<file path="src/rtl/ac97tx_pkg.sv">
package ac97tx_pkg;
  localparam int CTRL_W      = 17;
  localparam int FEN_BIT     = 16;
  localparam int COMPACT_BIT = 15;
  localparam int SIZE_LO     = 13;
  localparam int TXEN_BIT    = 0;
  localparam int STAT_W      = 12;
  localparam int IE_W        = 7;
  localparam int UR_BIT      = 5;
  localparam int TXREQ_BIT   = 2;
  localparam int SLOT_W      = 20;

  localparam logic [1:0] ADDR_CTRL = 2'd0;
  localparam logic [1:0] ADDR_IE   = 2'd1;
  localparam logic [1:0] ADDR_ICLR = 2'd2;

  typedef enum logic [1:0] {
    SZ16 = 2'b00,
    SZ18 = 2'b01,
    SZ20 = 2'b10,
    SZ12 = 2'b11
  } samp_size_e;
endpackage

</file>
<file path="src/rtl/txch_fifo.sv">
module txch_fifo #(
  parameter int DW    = 32,
  parameter int DEPTH = 8,
  localparam int AW   = (DEPTH > 1) ? $clog2(DEPTH) : 1,
  localparam int CW   = $clog2(DEPTH + 1)
) (
  input  logic          clk,
  input  logic          rst,
  input  logic          flush,
  input  logic          wr_en,
  input  logic [DW-1:0] wr_data,
  input  logic          rd_en,
  input  logic [CW-1:0] lim,
  output logic [DW-1:0] rd_data,
  output logic [CW-1:0] count,
  output logic          full,
  output logic          empty
);
  logic [DW-1:0] mem [DEPTH];
  logic [AW-1:0] wptr, rptr;
  logic          rd_ok, wr_ok;

  assign empty   = (count == '0);
  assign full    = (count >= lim);
  assign rd_ok   = rd_en && !empty;
  assign wr_ok   = wr_en && !flush && (!full || rd_ok);
  assign rd_data = mem[rptr];

  always_ff @(posedge clk) begin
    if (wr_ok) mem[wptr] <= wr_data;
  end

  always_ff @(posedge clk) begin
    if (rst || flush) begin
      wptr  <= '0;
      rptr  <= '0;
      count <= '0;
    end else begin
      if (wr_ok) wptr <= (wptr == AW'(DEPTH - 1)) ? '0 : wptr + 1'b1;
      if (rd_ok) rptr <= (rptr == AW'(DEPTH - 1)) ? '0 : rptr + 1'b1;
      case ({wr_ok, rd_ok})
        2'b10:   count <= count + 1'b1;
        2'b01:   count <= count - 1'b1;
        default: count <= count;
      endcase
    end
  end


  fifo_count_bound_chk: assert property (@(posedge clk) disable iff (rst)
    count <= CW'(DEPTH));


  flush_empties_chk: assert property (@(posedge clk) disable iff (rst)
    flush |=> (count == '0));
endmodule

</file>
<file path="src/rtl/txch_slot_unpack.sv">
module txch_slot_unpack
  import ac97tx_pkg::*;
#(
  parameter int NSLOT = 12,
  parameter int SNW   = 4,
  localparam int MEXT = 2 ** SNW
) (
  input  logic              clk,
  input  logic              rst,
  input  logic              flush,
  input  logic              txen,
  input  logic              compact,
  input  samp_size_e        size,
  input  logic [NSLOT-1:0]  slot_mask,
  input  logic              slot_req,
  input  logic [SNW-1:0]    slot_num,
  input  logic [31:0]       fifo_word,
  input  logic              fifo_empty,
  output logic              pop,
  output logic              slot_vld,
  output logic [SLOT_W-1:0] slot_data,
  output logic              underrun_evt
);
  logic [MEXT-1:0]   mask_ext;
  logic              own, take, upper_half;
  logic [15:0]       half16;
  logic [SLOT_W-1:0] sel;

  assign mask_ext = {{(MEXT - NSLOT - 1){1'b0}}, slot_mask, 1'b0};
  assign own      = txen && slot_req && mask_ext[slot_num];
  assign take     = own && !fifo_empty;
  assign pop      = take && (!compact || upper_half);
  assign half16   = upper_half ? fifo_word[31:16] : fifo_word[15:0];

  always_comb begin
    if (compact) begin
      sel = {half16, 4'b0};
    end else begin
      case (size)
        SZ16:    sel = {fifo_word[15:0], 4'b0};
        SZ18:    sel = {fifo_word[17:0], 2'b0};
        SZ20:    sel = fifo_word[19:0];
        default: sel = {fifo_word[11:0], 8'b0};
      endcase
    end
  end

  always_ff @(posedge clk) begin
    if (rst || flush || !compact) upper_half <= 1'b0;
    else if (take)                upper_half <= ~upper_half;
  end

  always_ff @(posedge clk) begin
    if (rst) begin
      slot_vld     <= 1'b0;
      slot_data    <= '0;
      underrun_evt <= 1'b0;
    end else begin
      slot_vld     <= own;
      slot_data    <= take ? sel : '0;
      underrun_evt <= own && fifo_empty;
    end
  end


  no_req_no_vld_chk: assert property (@(posedge clk) disable iff (rst)
    !slot_req |=> !slot_vld);


  underrun_zero_chk: assert property (@(posedge clk) disable iff (rst)
    underrun_evt |-> (slot_vld && slot_data == '0));
endmodule

</file>
<file path="src/rtl/txch_regs.sv">
module txch_regs
  import ac97tx_pkg::*;
#(
  parameter int CW = 4
) (
  input  logic              clk,
  input  logic              rst,
  input  logic              reg_wr,
  input  logic [1:0]        reg_addr,
  input  logic [31:0]       reg_wdata,
  input  logic              underrun_evt,
  input  logic [CW-1:0]     count,
  input  logic [CW-1:0]     lim,
  input  logic              full,
  input  logic              empty,
  output logic [CTRL_W-1:0] ctrl,
  output logic [STAT_W-1:0] status,
  output logic              irq
);
  logic [IE_W-1:0]   ie_q;
  logic              ur_q, half_empty, busy, ur_clr;
  logic [STAT_W-1:0] stat_n;

  assign half_empty = (count <= (lim >> 1));
  assign busy       = ctrl[TXEN_BIT] && !empty;
  assign ur_clr     = reg_wr && reg_addr == ADDR_ICLR && reg_wdata[UR_BIT];

  always_comb begin
    stat_n     = '0;
    stat_n[9]  = ur_q;
    stat_n[7]  = busy;
    stat_n[5]  = full;
    stat_n[3]  = half_empty;
    stat_n[1]  = empty;
  end

  always_ff @(posedge clk) begin
    if (rst) begin
      ctrl   <= '0;
      ie_q   <= '0;
      ur_q   <= 1'b0;
      status <= '0;
      irq    <= 1'b0;
    end else begin
      if (reg_wr && reg_addr == ADDR_CTRL) ctrl <= reg_wdata[CTRL_W-1:0];
      if (reg_wr && reg_addr == ADDR_IE)   ie_q <= reg_wdata[IE_W-1:0];
      if (underrun_evt)  ur_q <= 1'b1;
      else if (ur_clr)   ur_q <= 1'b0;
      status <= stat_n;
      irq    <= (ie_q[UR_BIT] && ur_q) ||
                (ie_q[TXREQ_BIT] && ctrl[TXEN_BIT] && half_empty);
    end
  end


  ur_rise_cause_chk: assert property (@(posedge clk) disable iff (rst)
    $rose(ur_q) |-> $past(underrun_evt));


  irq_masked_chk: assert property (@(posedge clk) disable iff (rst)
    irq |-> ($past(ie_q[UR_BIT]) || $past(ie_q[TXREQ_BIT])));
endmodule

</file>
<file path="src/rtl/ac97_tx_channel.sv">
module ac97_tx_channel
  import ac97tx_pkg::*;
#(
  parameter int DEPTH = 8,
  parameter int NSLOT = 12,
  parameter int SNW   = 4,
  localparam int CW   = $clog2(DEPTH + 1)
) (
  input  logic              clk,
  input  logic              rst,
  input  logic              if_en,
  input  logic              reg_wr,
  input  logic [1:0]        reg_addr,
  input  logic [31:0]       reg_wdata,
  input  logic              fifo_wr,
  input  logic [31:0]       fifo_wdata,
  input  logic              slot_req,
  input  logic [SNW-1:0]    slot_num,
  output logic              slot_vld,
  output logic [SLOT_W-1:0] slot_data,
  output logic [STAT_W-1:0] status,
  output logic              irq
);
  logic [CTRL_W-1:0] ctrl;
  logic [CW-1:0]     count, lim;
  logic [31:0]       fifo_word;
  logic              full, empty, pop, underrun_evt, flush;

  assign flush = !if_en;
  assign lim   = ctrl[FEN_BIT] ? CW'(DEPTH) : CW'(1);

  txch_fifo #(.DW(32), .DEPTH(DEPTH)) u_fifo (
    .clk     (clk),
    .rst     (rst),
    .flush   (flush),
    .wr_en   (fifo_wr),
    .wr_data (fifo_wdata),
    .rd_en   (pop),
    .lim     (lim),
    .rd_data (fifo_word),
    .count   (count),
    .full    (full),
    .empty   (empty)
  );

  txch_slot_unpack #(.NSLOT(NSLOT), .SNW(SNW)) u_unpack (
    .clk          (clk),
    .rst          (rst),
    .flush        (flush),
    .txen         (ctrl[TXEN_BIT]),
    .compact      (ctrl[COMPACT_BIT]),
    .size         (samp_size_e'(ctrl[SIZE_LO+1:SIZE_LO])),
    .slot_mask    (ctrl[NSLOT:1]),
    .slot_req     (slot_req),
    .slot_num     (slot_num),
    .fifo_word    (fifo_word),
    .fifo_empty   (empty),
    .pop          (pop),
    .slot_vld     (slot_vld),
    .slot_data    (slot_data),
    .underrun_evt (underrun_evt)
  );

  txch_regs #(.CW(CW)) u_regs (
    .clk          (clk),
    .rst          (rst),
    .reg_wr       (reg_wr),
    .reg_addr     (reg_addr),
    .reg_wdata    (reg_wdata),
    .underrun_evt (underrun_evt),
    .count        (count),
    .lim          (lim),
    .full         (full),
    .empty        (empty),
    .ctrl         (ctrl),
    .status       (status),
    .irq          (irq)
  );
endmodule

</file>
<file path="config.mk">
export PLATFORM = sky130hd
export DESIGN_NAME = ac97_tx_channel
export DESIGN_NICKNAME = d
export VERILOG_FILES = /design/src/rtl/ac97tx_pkg.sv /design/src/rtl/txch_fifo.sv /design/src/rtl/txch_slot_unpack.sv /design/src/rtl/txch_regs.sv /design/src/rtl/ac97_tx_channel.sv
export SDC_FILE = /design/constraint.sdc
export NUM_CORES = 1
export LEC_CHECK = 0
export CORE_MARGIN = 2
export CORE_UTILIZATION = 70
export CTS_BUF_LIST = sky130_fd_sc_hd__clkbuf_4 sky130_fd_sc_hd__clkbuf_8
export DETAILED_ROUTE_END_ITERATION = 10
export DONT_BUFFER_PORTS = 1
export PLACE_DENSITY = 0.92
export SLEW_MARGIN = 25
export SYNTH_ARGS = -nofsm -noshare
export SYNTH_HDL_FRONTEND = slang
export SYNTH_SLANG_ARGS = --single-unit
</file>
<file path="constraint.sdc">
create_clock -name clk -period 18.75 [get_ports clk]
set_clock_uncertainty 0.1 [all_clocks]
set_input_delay 2.8125 -clock clk [delete_from_list [all_inputs] [get_ports clk]]
set_output_delay 2.8125 -clock clk [all_outputs]
set_load 0.05 [all_outputs]
</file>
==> flow_metrics.py <==
metrics = {
    "detailed_routing": {
        "drtPass1Iterations": 6,
        "drc_errors": 0,
        "wirelength_um": 25800,
        "via_per_inst": 6.72,
        "wl_per_cell_um": 24.9,
        "dr.first_iter.drc_count": 682,
        "detail-route-antenna-nets": 0,
        "vias": 6955,
    },
    "final_layout": {
        "fin_nets": 852,
        "nFillCells": 913,
        "drive_gt1_share_pct": 19.0,
        "syn_to_final_growth_pct": 8.35,
        "antenna_cells": 0,
        "ff_latch_area_um2": 8930,
        "multi_input_area_um2": 3600,
    },
    "die": {
        "start_util_pct": 71.4,
        "rows": 49,
        "ios": 110,
        "die_h_um": 139,
        "die_w_um": 139,
        "coreArea_um2": 18000,
        "dieArea_um2": 19400,
    },
    "sta": {
        "timing.final.hold_violations": 0,
        "period_needed_ns": 5.04,
        "drv_slew": 0,
        "hold_slack_ns": 0.350,
        "rsz0062_at_grt": "no",
        "finalCritPeriodShare_pct": 26.9,
        "setup_violations": 0,
        "fmax_mhz": 198,
        "tightest_slew_ns": 1.08,
        "tns_ns": 0,
        "relSlewSlack_pct": 27.7,
    },
    "global_route": {
        "grt_start_max_net_pins": 65,
        "grt_util_met1_pct": 36.1,
        "gr-usage-met3_pct": 6.13,
        "grt_use_met2_pct": 43.9,
        "grt_busiest_layer": "met2",
        "grt_antenna_before_repair": 0,
        "grt_usage_pct": 27.0,
        "grt_pass1_vias": 7075,
        "grt-ovfl-total": 0,
        "grt_pass1_wl_um": 39600,
    },
    "critical_path": {
        "critical_path_arrival_ns": 5.12,
        "path_max_fanout": 32,
        "cp-start-kind": "primary input",
        "worstSetupPathType": "primary input to register",
        "critPathRequiredTime_ns": 18.83,
        "cp-end-kind": "register",
    },
    "clock_network": {
        "clkTransAtPathRegs_ns": 0.06,
        "cts-root-buf": "clkbuf_8",
        "clock-sinks": 318,
        "post_cts_buffers": 0,
        "cts_hold_buf": 0,
        "cts_tree": "built",
        "cts_resized": 0,
        "numCtsBuffers": 49,
        "clock_path_buffers": 3,
        "worst_skew_pair.late_latency_ns": 0.58,
        "cts-htree-levels": 2,
    },
    "pwr": {
        "power.density_nw_per_um2": 98.0,
        "power.leakage_nw": 4.45,
        "switching_share_pct": 20.8,
        "power_switching_w": 0.000283,
        "clkPwrFrac_pct": 40.5,
        "power_frac_seq_pct": 56.9,
        "p_comb_share_pct": 2.6,
        "design_power_total_w": 0.00136,
        "internal_power_w": 0.00108,
        "max-vdd-ir-drop_mv": 0.0847,
    },
    "synth": {
        "synth_cell_types": 57,
        "syn_inst": 745,
        "synth_flop_cell": "edfxtp_1",
        "async_reset_ff_share_pct": 0,
        "syn_area_um2": 12800,
        "synth.ff_latch_count": 318,
        "ys_seq_area_share_pct": 69.6,
        "syn_avg_cell_area_um2": 17.2,
        "synth_edf_count": 256,
        "ys_warn_count": 0,
    },
    "place": {
        "dp_hpwl_um": 15200,
        "port_buffers": 0,
        "gp_routability_congestion": 0.896,
    },
    "flow_run": {
        "cap_violations": 0,
    },
    "worst_hold_path": {
        "hold_class": "register to register",
    },
    "run_status": {
        "status": "completed",
    },
}
-- metrics by stage --
| stage | std cells | utilization [%] | setup slack [ns] | cell area (µm²) |
|---|---|---|---|---|
| 2_1_floorplan | 751 | - | 10.74 | 12900 |
| 3_3_place_gp | 944 | 72.1 | 13.29 | 12900 |
| 3_5_place_dp | 944 | 72.1 | 13.15 | 12900 |
| 4_1_cts | 1035 | 77.4 | 13.73 | 13900 |
| 5_1_grt | 1035 | 77.4 | 13.58 | 13900 |
| 6_report | 1035 | 77.4 | 13.71 | 13900 |
-- area by class of cell --
cell class / count / share of cell area, %
flip-flops and latches: 318 / 64.2
well taps: 229 / 2.06
inverters: 9 / 0.243
clock buffers: 60 / 5.49
repair buffers: 12 / 0.675
multi-input cells: 376 / 25.9
clock inverters: 31 / 1.39
-- kinds of logic after synthesis --
group | share of synthesized area [%]
DFF | 69.6
and+or+nand+nor | 5.54
muxes | 16.1
AOI/OAI and AO/OA | 4.68
buffers and inverters | 2.91
adders and majority gates | 1.03
xor gates and xnor gates | 0.137
other | 0.0292
-- power by group through the flow --
stage | clock, W | combinational, W | sequential (W)
6_report | 0.000552 | 0.0000357 | 0.000775
5_1_grt | 0.000593 | 0.0000382 | 0.000775
4_1_cts | 0.000562 | 0.0000349 | 0.000775
3_5_place_dp | 0 | 0.0000345 | 0.000789
3_3_place_gp | 0 | 0.0000325 | 0.000788
2_1_floorplan | 0 | 0.0000300 | 0.000787
-- layout by cell type, fill, tap and decap left out, types with 3 or more instances in the layout --
cell type	instances
a211oi_1	22
a21oi_1	33
a311oi_1	7
and2_1	3
and3_1	4
buf_4	11
clkbuf_4	10
clkbuf_8	50
clkinv_1	19
clkinv_2	7
conb_1	7
dfxtp_1	59
edfxtp_1	256
ha_1	9
inv_1	8
mux2_2	12
mux2i_1	35
mux4_1	26
mux4_2	38
nand2_1	68
nand2b_1	4
nor2_1	25
nor2b_1	3
nor3_1	14
nor3_2	3
nor3b_1	4
nor4b_2	3
o21ai_0	12
o22ai_1	8
or2_1	3
-- critical path, stage by stage --
cell     delay [ns]
mux2i_1        0.09
and3_1         0.18
nor4_1         0.42
o21a_1         0.29
a21o_1         0.17
nand2_1        0.27
nor4b_2        0.34
buf_4          0.55
-- Yosys cell counts (all sizes together), types with 2 or more instances --
cell | count | share of area, %
edfxtp | 256 | 60
nand2 | 68 | 2.0
mux4 | 64 | 12
dfxtp | 62 | 9.7
mux2i | 37 | 2.9
a21oi | 33 | 1.3
buf | 30 | 1.8
nor2 | 25 | 0.73
a211oi | 22 | 1.3
clkbuf | 17 | 0.74
nor3 | 17 | 0.66
mux2 | 13 | 1.2
o21ai | 12 | 0.47
ha | 9 | 0.88
inv | 9 | 0.26
o22ai | 8 | 0.39
a311oi | 7 | 0.48
and3 | 4 | 0.19
nand2b | 4 | 0.19
nor3b | 4 | 0.23
nor4 | 4 | 0.19
or2 | 4 | 0.20
and2 | 3 | 0.15
nand3 | 3 | 0.16
nor2b | 3 | 0.15
nor4b | 3 | 0.20
a21o | 2 | 0.12
o22a | 2 | 0.14
or3 | 2 | 0.097
or4 | 2 | 0.12
xnor2 | 2 | 0.14
-- path summary, 6_finish.rpt --
check | depth (start not counted) | end | startpoint | slack [ns]
max | 8 | u_fifo.mem[1][9] | slot_num[0] | 13.71
min | 2 | u_regs.ctrl[5] | u_regs.ctrl[5] | 0.35
max reg2reg | 8 | u_fifo.mem[1][9] | u_fifo.count[0] | 15.24
min reg2reg | 2 | u_regs.ctrl[5] | u_regs.ctrl[5] | 0.35
-- sequential cells by signal (all words and copies together) (netlist names), named ones only --
| register | count |
|---|---|
| u_regs.status | 5 |
| u_fifo.rptr | 3 |
| u_unpack.slot_data | 20 |
| u_regs.irq | 1 |
| u_unpack.upper_half | 1 |
| u_unpack.underrun_evt | 1 |
| u_fifo.wptr | 3 |
| u_unpack.slot_vld | 1 |
| u_fifo.mem | 256 |
| u_regs.ur_q | 1 |
| u_regs.ie_q | 2 |
| u_regs.ctrl | 17 |
| u_fifo.count | 4 |
-- metal layers --
metal / up-vias / share of wire (%)
met4: 0 / 3.5
met3: 85 / 8.5
met1: 3443 / 38
li1: 3008 / -
met2: 419 / 50
met5: - / 0
(Power assumes the default switching activity.)
